$ cat src/rtl/frd_pkg.sv
package frd_pkg;

    typedef enum logic [2:0] {
        ST_IDLE,
        ST_SEND,
        ST_DUMMY,
        ST_DATA,
        ST_END
    } frd_state_e;

    typedef enum logic [1:0] {
        XIP_OFF,
        XIP_ARMED,
        XIP_ON
    } frd_xip_e;

    // log2 of the lane count; the unused code falls back to one lane
    function automatic logic [1:0] lane_log(input logic [1:0] code);
        return (code == 2'd3) ? 2'd0 : code;
    endfunction

    function automatic logic [3:0] lane_mask(input logic [1:0] lw);
        case (lw)
            2'd1:    return 4'b0011;
            2'd2:    return 4'b1111;
            default: return 4'b0001;
        endcase
    endfunction

    function automatic logic [3:0] byte_clks(input logic [1:0] lw);
        return 4'(4'd8 >> lw);
    endfunction

    function automatic int unsigned lane_bits(input logic [1:0] lw);
        return 32'd1 << lw;
    endfunction

endpackage

$ cat src/rtl/frd_lane_mux.sv
module frd_lane_mux (
    input  logic [1:0] lw,
    input  logic [3:0] tx_top,
    input  logic [7:0] rx_cur,
    input  logic [3:0] dq_i,
    output logic [3:0] dq_o,
    output logic [7:0] rx_nxt
);
    always_comb begin
        case (lw)
            2'd1: begin
                dq_o   = {2'b00, tx_top[3:2]};
                rx_nxt = {rx_cur[5:0], dq_i[1:0]};
            end
            2'd2: begin
                dq_o   = tx_top;
                rx_nxt = {rx_cur[3:0], dq_i};
            end
            default: begin
                dq_o   = {3'b000, tx_top[3]};
                rx_nxt = {rx_cur[6:0], dq_i[1]};
            end
        endcase
    end
endmodule

$ cat src/rtl/frd_addr_step.sv
module frd_addr_step #(
    parameter int ADDR_W     = 24,
    parameter int WRAP_BYTES = 16
) (
    input  logic [ADDR_W-1:0] addr,
    input  logic              wrap,
    output logic [ADDR_W-1:0] addr_nxt
);
    localparam int WL = $clog2(WRAP_BYTES);

    logic [ADDR_W-1:0] lin;
    logic [WL-1:0]     low;

    assign lin = addr + ADDR_W'(1);
    assign low = addr[WL-1:0] + WL'(1);

    always_comb begin
        addr_nxt = wrap ? {addr[ADDR_W-1:WL], low} : lin;
    end
endmodule

$ cat src/rtl/flash_rd_ctrl.sv
module flash_rd_ctrl #(
    parameter int         ADDR_W     = 24,
    parameter int         LEN_W      = 16,
    parameter int         DUM_W      = 4,
    parameter int         WRAP_BYTES = 16,
    parameter logic [7:0] OPCODE     = 8'h0B
) (
    input  logic              clk,
    input  logic              rst_n,
    input  logic [1:0]        cfg_lanes,
    input  logic [DUM_W-1:0]  cfg_dummy,
    input  logic              cfg_wrap,
    input  logic              xip_enter,
    input  logic              xip_exit,
    input  logic              req_valid,
    output logic              req_ready,
    input  logic [ADDR_W-1:0] req_addr,
    input  logic [LEN_W-1:0]  req_len,
    output logic              out_valid,
    output logic [7:0]        out_data,
    output logic [ADDR_W-1:0] out_addr,
    output logic              spi_cs_n,
    output logic              spi_sck,
    output logic [3:0]        spi_dq_o,
    output logic [3:0]        spi_dq_oe,
    input  logic [3:0]        spi_dq_i
);
    import frd_pkg::*;

    localparam int HDR_W   = ADDR_W + 8;
    localparam int DUM_MAX = (1 << DUM_W) - 1;
    localparam int CNT_W   = $clog2(((HDR_W > DUM_MAX) ? HDR_W : DUM_MAX) + 1);

    typedef struct packed {
        frd_state_e        st;
        frd_xip_e          xip;
        logic              ph;     // serial clock level
        logic              cs_n;
        logic [3:0]        oe;
        logic [1:0]        lw;
        logic [DUM_W-1:0]  dum;
        logic              wrap;
        logic [HDR_W-1:0]  sr;
        logic [CNT_W-1:0]  cnt;
        logic [3:0]        bcnt;
        logic [LEN_W-1:0]  left;
        logic [ADDR_W-1:0] addr;
        logic [7:0]        rx;
        logic              ov;
        logic [7:0]        od;
        logic [ADDR_W-1:0] oa;
    } frd_regs_t;

    frd_regs_t         r_q, r_d;
    logic              accept;
    logic [1:0]        lw_in;
    logic [7:0]        rx_nxt;
    logic [ADDR_W-1:0] addr_nxt;

    frd_lane_mux u_lane (
        .lw     (r_q.lw),
        .tx_top (r_q.sr[HDR_W-1:HDR_W-4]),
        .rx_cur (r_q.rx),
        .dq_i   (spi_dq_i),
        .dq_o   (spi_dq_o),
        .rx_nxt (rx_nxt)
    );

    frd_addr_step #(
        .ADDR_W     (ADDR_W),
        .WRAP_BYTES (WRAP_BYTES)
    ) u_step (
        .addr     (r_q.addr),
        .wrap     (r_q.wrap),
        .addr_nxt (addr_nxt)
    );

    assign lw_in  = lane_log(cfg_lanes);
    assign accept = req_valid && (r_q.st == ST_IDLE);

    always_comb begin
        r_d    = r_q;
        r_d.ov = 1'b0;

        // execute-in-place: the armed transaction still carries the opcode
        if (accept && r_q.xip == XIP_ARMED) r_d.xip = XIP_ON;
        if (xip_exit) r_d.xip = XIP_OFF;
        else if (xip_enter && r_d.xip == XIP_OFF) r_d.xip = XIP_ARMED;

        case (r_q.st)
            ST_IDLE: begin
                if (accept) begin
                    r_d.st   = ST_SEND;
                    r_d.cs_n = 1'b0;
                    r_d.ph   = 1'b0;
                    r_d.lw   = lw_in;
                    r_d.dum  = cfg_dummy;
                    r_d.wrap = cfg_wrap;
                    r_d.addr = req_addr;
                    r_d.left = (req_len == '0) ? LEN_W'(1) : req_len;
                    r_d.oe   = lane_mask(lw_in);
                    if (r_q.xip == XIP_ON) begin
                        r_d.sr  = {req_addr, 8'h00};
                        r_d.cnt = CNT_W'(ADDR_W >> lw_in);
                    end else begin
                        r_d.sr  = {OPCODE, req_addr};
                        r_d.cnt = CNT_W'(HDR_W >> lw_in);
                    end
                end
            end
            ST_SEND: begin
                if (!r_q.ph) begin
                    r_d.ph = 1'b1;
                end else begin
                    r_d.ph  = 1'b0;
                    r_d.sr  = r_q.sr << lane_bits(r_q.lw);
                    r_d.cnt = r_q.cnt - CNT_W'(1);
                    if (r_q.cnt == CNT_W'(1)) begin
                        r_d.oe = 4'b0000;
                        if (r_q.dum != '0) begin
                            r_d.st  = ST_DUMMY;
                            r_d.cnt = CNT_W'(r_q.dum);
                        end else begin
                            r_d.st   = ST_DATA;
                            r_d.bcnt = byte_clks(r_q.lw);
                        end
                    end
                end
            end
            ST_DUMMY: begin
                if (!r_q.ph) begin
                    r_d.ph = 1'b1;
                end else begin
                    r_d.ph  = 1'b0;
                    r_d.cnt = r_q.cnt - CNT_W'(1);
                    if (r_q.cnt == CNT_W'(1)) begin
                        r_d.st   = ST_DATA;
                        r_d.bcnt = byte_clks(r_q.lw);
                    end
                end
            end
            ST_DATA: begin
                if (!r_q.ph) begin
                    // rising edge: capture the lanes
                    r_d.ph = 1'b1;
                    r_d.rx = rx_nxt;
                    if (r_q.bcnt == 4'd1) begin
                        r_d.ov   = 1'b1;
                        r_d.od   = rx_nxt;
                        r_d.oa   = r_q.addr;
                        r_d.addr = addr_nxt;
                        r_d.left = r_q.left - LEN_W'(1);
                        r_d.bcnt = byte_clks(r_q.lw);
                    end else begin
                        r_d.bcnt = r_q.bcnt - 4'd1;
                    end
                end else begin
                    r_d.ph = 1'b0;
                    if (r_q.left == '0) begin
                        r_d.st   = ST_END;
                        r_d.cs_n = 1'b1;
                    end
                end
            end
            ST_END:  r_d.st = ST_IDLE;
            default: r_d.st = ST_IDLE;
        endcase
    end

    always_ff @(posedge clk or negedge rst_n) begin
        if (!rst_n) begin
            r_q      <= '0;
            r_q.st   <= ST_IDLE;
            r_q.xip  <= XIP_OFF;
            r_q.cs_n <= 1'b1;
        end else begin
            r_q <= r_d;
        end
    end

    assign req_ready = (r_q.st == ST_IDLE);
    assign spi_cs_n  = r_q.cs_n;
    assign spi_sck   = r_q.ph;
    assign spi_dq_oe = r_q.oe;
    assign out_valid = r_q.ov;
    assign out_data  = r_q.od;
    assign out_addr  = r_q.oa;

endmodule

$ cat config.mk
export PLATFORM = sky130hd
export DESIGN_NAME = flash_rd_ctrl
export DESIGN_NICKNAME = d
export VERILOG_FILES = /design/src/rtl/frd_pkg.sv /design/src/rtl/frd_lane_mux.sv /design/src/rtl/frd_addr_step.sv /design/src/rtl/flash_rd_ctrl.sv
export SDC_FILE = /design/constraint.sdc
export NUM_CORES = 1
export LEC_CHECK = 0
export ABC_AREA = 1
export BUFFER_PORTS_ARGS = -buffer_cell sky130_fd_sc_hd__buf_2
export CAP_MARGIN = 30
export CORE_UTILIZATION = 40
export DETAILED_ROUTE_END_ITERATION = 6
export PLACE_DENSITY_LB_ADDON = 0.1
export SLEW_MARGIN = 20
export SYNTH_ARGS = -nofsm -noshare
export SYNTH_HDL_FRONTEND = slang
export SYNTH_SLANG_ARGS = --single-unit
export TNS_END_PERCENT = 5
$ cat constraint.sdc
create_clock -name clk -period 1.92 [get_ports clk]
set_input_delay 0.288 -clock clk [delete_from_list [all_inputs] [get_ports clk]]
set_output_delay 0.288 -clock clk [all_outputs]
set_load 0.1 [all_outputs]
# Yosys cells after proc, flatten, opt, wreduce, memory -nomap -nowiden
# Cells that the tools add are included.
# W data, S select, Z words.
# word_totals
ff_bits,141
in_bits,56
output_inout_bits,44
elab_cells,122
# classes
n_addsub,5
eq_ne,23
n_shift,5
mux,44
n_bitwise,1
n_reduce_logical,26
# ops
cell,count
$mux W85,1
$mux W40,2
$pmux W40 S2,1
$mux W33,2
$pmux W32 S2,1
$mux W51,1
$mux W42,1
$mux W38,1
$logic_not A16 Y1,2
$shl A1 B2 Y32 const A,1
$shl A32 B32 Y32,1
$add A24 B1 Y24 const B,1
$mux W24,1
$pmux W4 S2,3
$mux W3,7
$mux W10,2
$mux W4,5
$ne A2 B2 Y1 const B,10
$pmux W6 S3,1
$mux W16,1
$pmux W8 S2,1
$reduce_and A4 Y1,4
$sub A16 B1 Y16 const B,1
$reduce_and A7 Y1,2
other kinds (30),51

# Logic depth before layout (Yosys ltp)
# logic_depth
word_depth,8
ltp_mapped,12
ltp_nobuf,11

# By module
# A second synthesis with hierarchy kept.
# unflattened
hier_cells,1555
area_unflattened_um2,9877.0
# by_module_without_submodules
mod,n_inst,cells_each,area_per_inst_um2,seq_area_each_um2
flash_rd_ctrl,1,1355,8927.3,3504.6
frd_addr_step,1,136,679.4,0.0
frd_lane_mux,1,64,270.3,0.0

# Least setup slack after synthesis
# Ideal clock, no wire load.
# synth_path
path_type,reg-to-output
startpoint,reg r_q[128] in the netlist's numbering
endpoint,out spi_dq_o[0]
t_arrival_ns,2.780
required_ns,1.632
slack_ns,-1.148
path_stages_with_launch,7
path_buffers,2
cell_sequence,dfrtp_1 > inv_1 > ha_1 > clkbuf_1 > buf_1 > a21oi_1 > a21oi_1
# synth_via
elab_chain_len,2
elab_cells_between_ends,3
classes_between,eq/ne: 2; mux: 1
# synth_lines
element,line_no,text
"start, declared",flash_rd_ctrl.sv:54,"frd_regs_t r_q, r_d;"
"start signal, assigned",flash_rd_ctrl.sv:177,r_q <= r_d;
$eq A2 B2 Y1 or $eq A2 B1 Y1 (tied branches),frd_lane_mux.sv:10,case (lw)
$pmux W4 S2 (*),frd_lane_mux.sv:10,
"end, declared",flash_rd_ctrl.sv:24,"output logic [3:0] spi_dq_o,"
# Mark *: on every way between the ends. The rest lies on a longest branch, timed or not.

# Worst setup path in the final report
# layout_path
startpoint,reg r_q[129] in the netlist's numbering
endpoint,out spi_dq_o[1]
# The elaborated chain is that of the path after synthesis.

==> reports/metrics.cfg <==
[status]
status = complete, but fails checks
failed_checks = setup timing

[place]
dp_slack_ns = 0.0272
gp_congestion = 0.914
io_buffers = 99
hpwl_mm = 22.5

[layout]
multi_input_area_um2 = 5180
layout_commonest_cell = nand2_1
syn2layout_area_growth_pct = 21.2
antenna-diode-count = 0
ff_latch_area_um2 = 3480
fillers = 2431
layout-drive-gt1-share = 0.169
num-nets-final = 1658
final_cell_mix = nand2_1, nand3_1, nor2_1

[clocking]
cts_root_buf = clkbuf_16
cts_tree = built
clk_pin_slew_ns = 0.06
cts_buffers = 17
ctsLongestPathBuffers = 2
clk_latency_ns = 0.43
numClockSinks = 139
htreeDepth = 4

[synthesis]
yosysTopAreaCell = dfrtp_1
async_reset_ff_frac = 1.00
netlist_instances = 1486
synthMuxAreaShare = 0
ys_types = 36
syn-num-nets = 1556
synth-adder-area-share = 0.0183
synth_top_family_by_area = simple AND/OR/NAND/NOR gates
ys_top_cells_by_area = dfrtp_1, nand2_1, nand3_1
yosysSeqAreaShare = 0.363
ys_ff_latch = 139
synth_edf_count = 0
synth_compound_area_frac = 0.126
synth_warnings = 0
avgSynthCellArea_um2 = 6.44
yosys.area_share.simple = 0.376
ys.flop_type = dfrtp_1
synth-xor-area-share = 0.00457
netlist_area_um2 = 9570
synth_top_area_frac = 0.361

[detailed_routing]
routed_wl_mm = 30.8
dr.pass1.iters = 7
drt-initial-drc-count = 905
final_antenna_net_count = 0
wire_per_inst_um = 16.0
routed_via_density = 5.21
vias = 10000
drcViolationCount = 0

[hold_path]
whs_endpoint = r_q[136]
min_path_type = input pin to register
hp-start = xip_exit
hold_depth = 2

[timing]
post-route-period-util = 1.02
skew_ns = 0.0123
slew_headroom = 0.653
finalMaxSlewViolations = 0
period_minus_slack_ns = 1.96
rsz0062_at_grt = true
fmax_ghz = 0.509
whs_ns = 0.0161
finalSetupViolations = 2
setup_slack_ns = -0.0431
hold_violations = 0
worst_slew_pin_slew_ns = 0.520

[critical_path]
ff2ff_path_depth = 11
end_kind = output pin
path_class = register to output pin
r2r-end = r_q[109]
worstSetupStartpointType = register
r2r-start = r_q[128]
crit_fanout = 3
worstPathArrival_ns = 1.68
required_ns = 1.63
rrSetupSlack_ns = 0.05

[grt]
grt_overflow = 0
grt_first_pass_wirelength_mm = 49.6
antenna_found_initial = 0
grt_start_max_net_pins = 46
grt_use_total = 0.262
grt_pass1_vias = 9328

[pwr]
combinationalPowerShare = 0.632
power.density_nw_per_um2 = 2030
p_switching_uw = 12600
vdd_drop_max_mv = 1.27
power.internal_uw = 10900
pwr-share-seq = 0.232
p_sw_frac = 0.537
p_clk_frac = 0.137
power_uw = 23500
p_leak_uw = 0.00584

[die]
core_um2 = 23500
start_util = 0.408
row_count = 56
boundaryPins = 100
die_y_um = 157
die_area_um2 = 24600
die_w_um = 157

[job]
maxCapViolCount = 0

-- per-layer routing --
metal / global-route usage / share of wire / up-vias
met3: 0.0404 / 0.065 / 45
met1: 0.379 / 0.48 / 4600
li1: - / - / 4984
met4: 0.0724 / 0.019 / 0
met2: 0.403 / 0.44 / 375
met5: 0 / 0 / -
-- logic make-up (layout without fill, tap and decap cells) --
family,count (synthesis),after routing
flops,139,139
xor+xnor,5,5
buf+inv,238,353
compound gates,225,225
simple gates,865,865
fa+ha+maj,14,14
-- synth_stat cells, types with 4 or more instances --
cell	count
nand2_1	473
nand3_1	185
nor2_1	163
dfrtp_1	138
inv_1	137
o21ai_0	116
a21oi_1	67
buf_4	40
clkbuf_1	32
buf_2	19
a31oi_1	15
nand4_1	15
ha_1	14
nor3_1	11
a21boi_0	8
buf_1	6
nand2_2	6
o22ai_1	6
xor2_1	5
a22oi_1	4
-- how the worst max path moves through the flow --
stage,from,endpoint,slack [ns],cells past startpoint
2_1_floorplan,r_q[138],r_q[56],-0.15,10
3_5_place_dp,r_q[129],r_q[113],0.03,12
5_1_grt,r_q[129],spi_dq_o[1],-0.12,6
3_3_place_gp,r_q[129],r_q[113],0.08,12
6_report,r_q[129],spi_dq_o[1],-0.04,6
4_1_cts,r_q[129],spi_dq_o[1],-0.05,6
-- through the flow --
| step | TNS (ns) | instance area (um2) | utilization | cells |
|---|---|---|---|---|
| after global placement | 0 | 10700 | 0.456 | 1873 |
| after detailed placement | 0 | 10700 | 0.456 | 1873 |
| after CTS | -0.0907 | 11500 | 0.491 | 1920 |
| after floorplan | -3.12 | 9630 | - | 1486 |
| final | -0.0785 | 11600 | 0.494 | 1920 |
| after global routing | -1.04 | 11600 | 0.494 | 1920 |
-- state kept, by name, summed over array words and instances (netlist names) --
name / count
r_q: 101
out_addr: 24
spi_cs_n: 1
spi_sck: 1
spi_dq_oe: 3
out_valid: 1
out_data: 8
-- worst max-delay path, stage by stage (launching register included) --
cell and delay (ns):
dfrtp_1 0.36, inv_2 0.08, ha_4 0.32, inv_4 0.06, buf_6 0.11, a21oi_4 0.12, buf_12 0.19
-- power by group through the flow --
stage | registers, uW | clock network (uW) | logic (uW)
floorplan | 5250 | 0 | 10200
global placement | 5430 | 0 | 13700
detailed placement | 5430 | 0 | 13800
CTS | 5400 | 3270 | 14600
global route | 5590 | 3410 | 16400
finish | 5450 | 3210 | 14800
-- what timing repair did --
| action | CTS | global route |
|---|---|---|
| setup endpoints to repair | 4 | 54 |
| gates cloned | 3 | 0 |
| resized for setup | 19 | 35 |
| pin swaps | 5 | 3 |
| hold endpoints to repair | 41 | 0 |
| buffers inserted | 11 | 0 |
| hold buffers | 1 | 0 |
-- cell type report --
| cell class | count | share of cell area |
|---|---|---|
| Clock buffer | 17 | 0.0367 |
| Clock inverter | 15 | 0.0109 |
| Inverter | 140 | 0.0465 |
| Multi-Input combinational cell | 1109 | 0.447 |
| Sequential cell | 139 | 0.300 |
| Tap cell | 319 | 0.0344 |
| Timing Repair Buffer | 181 | 0.125 |
Note: power is estimated with default switching activity, not from simulation.
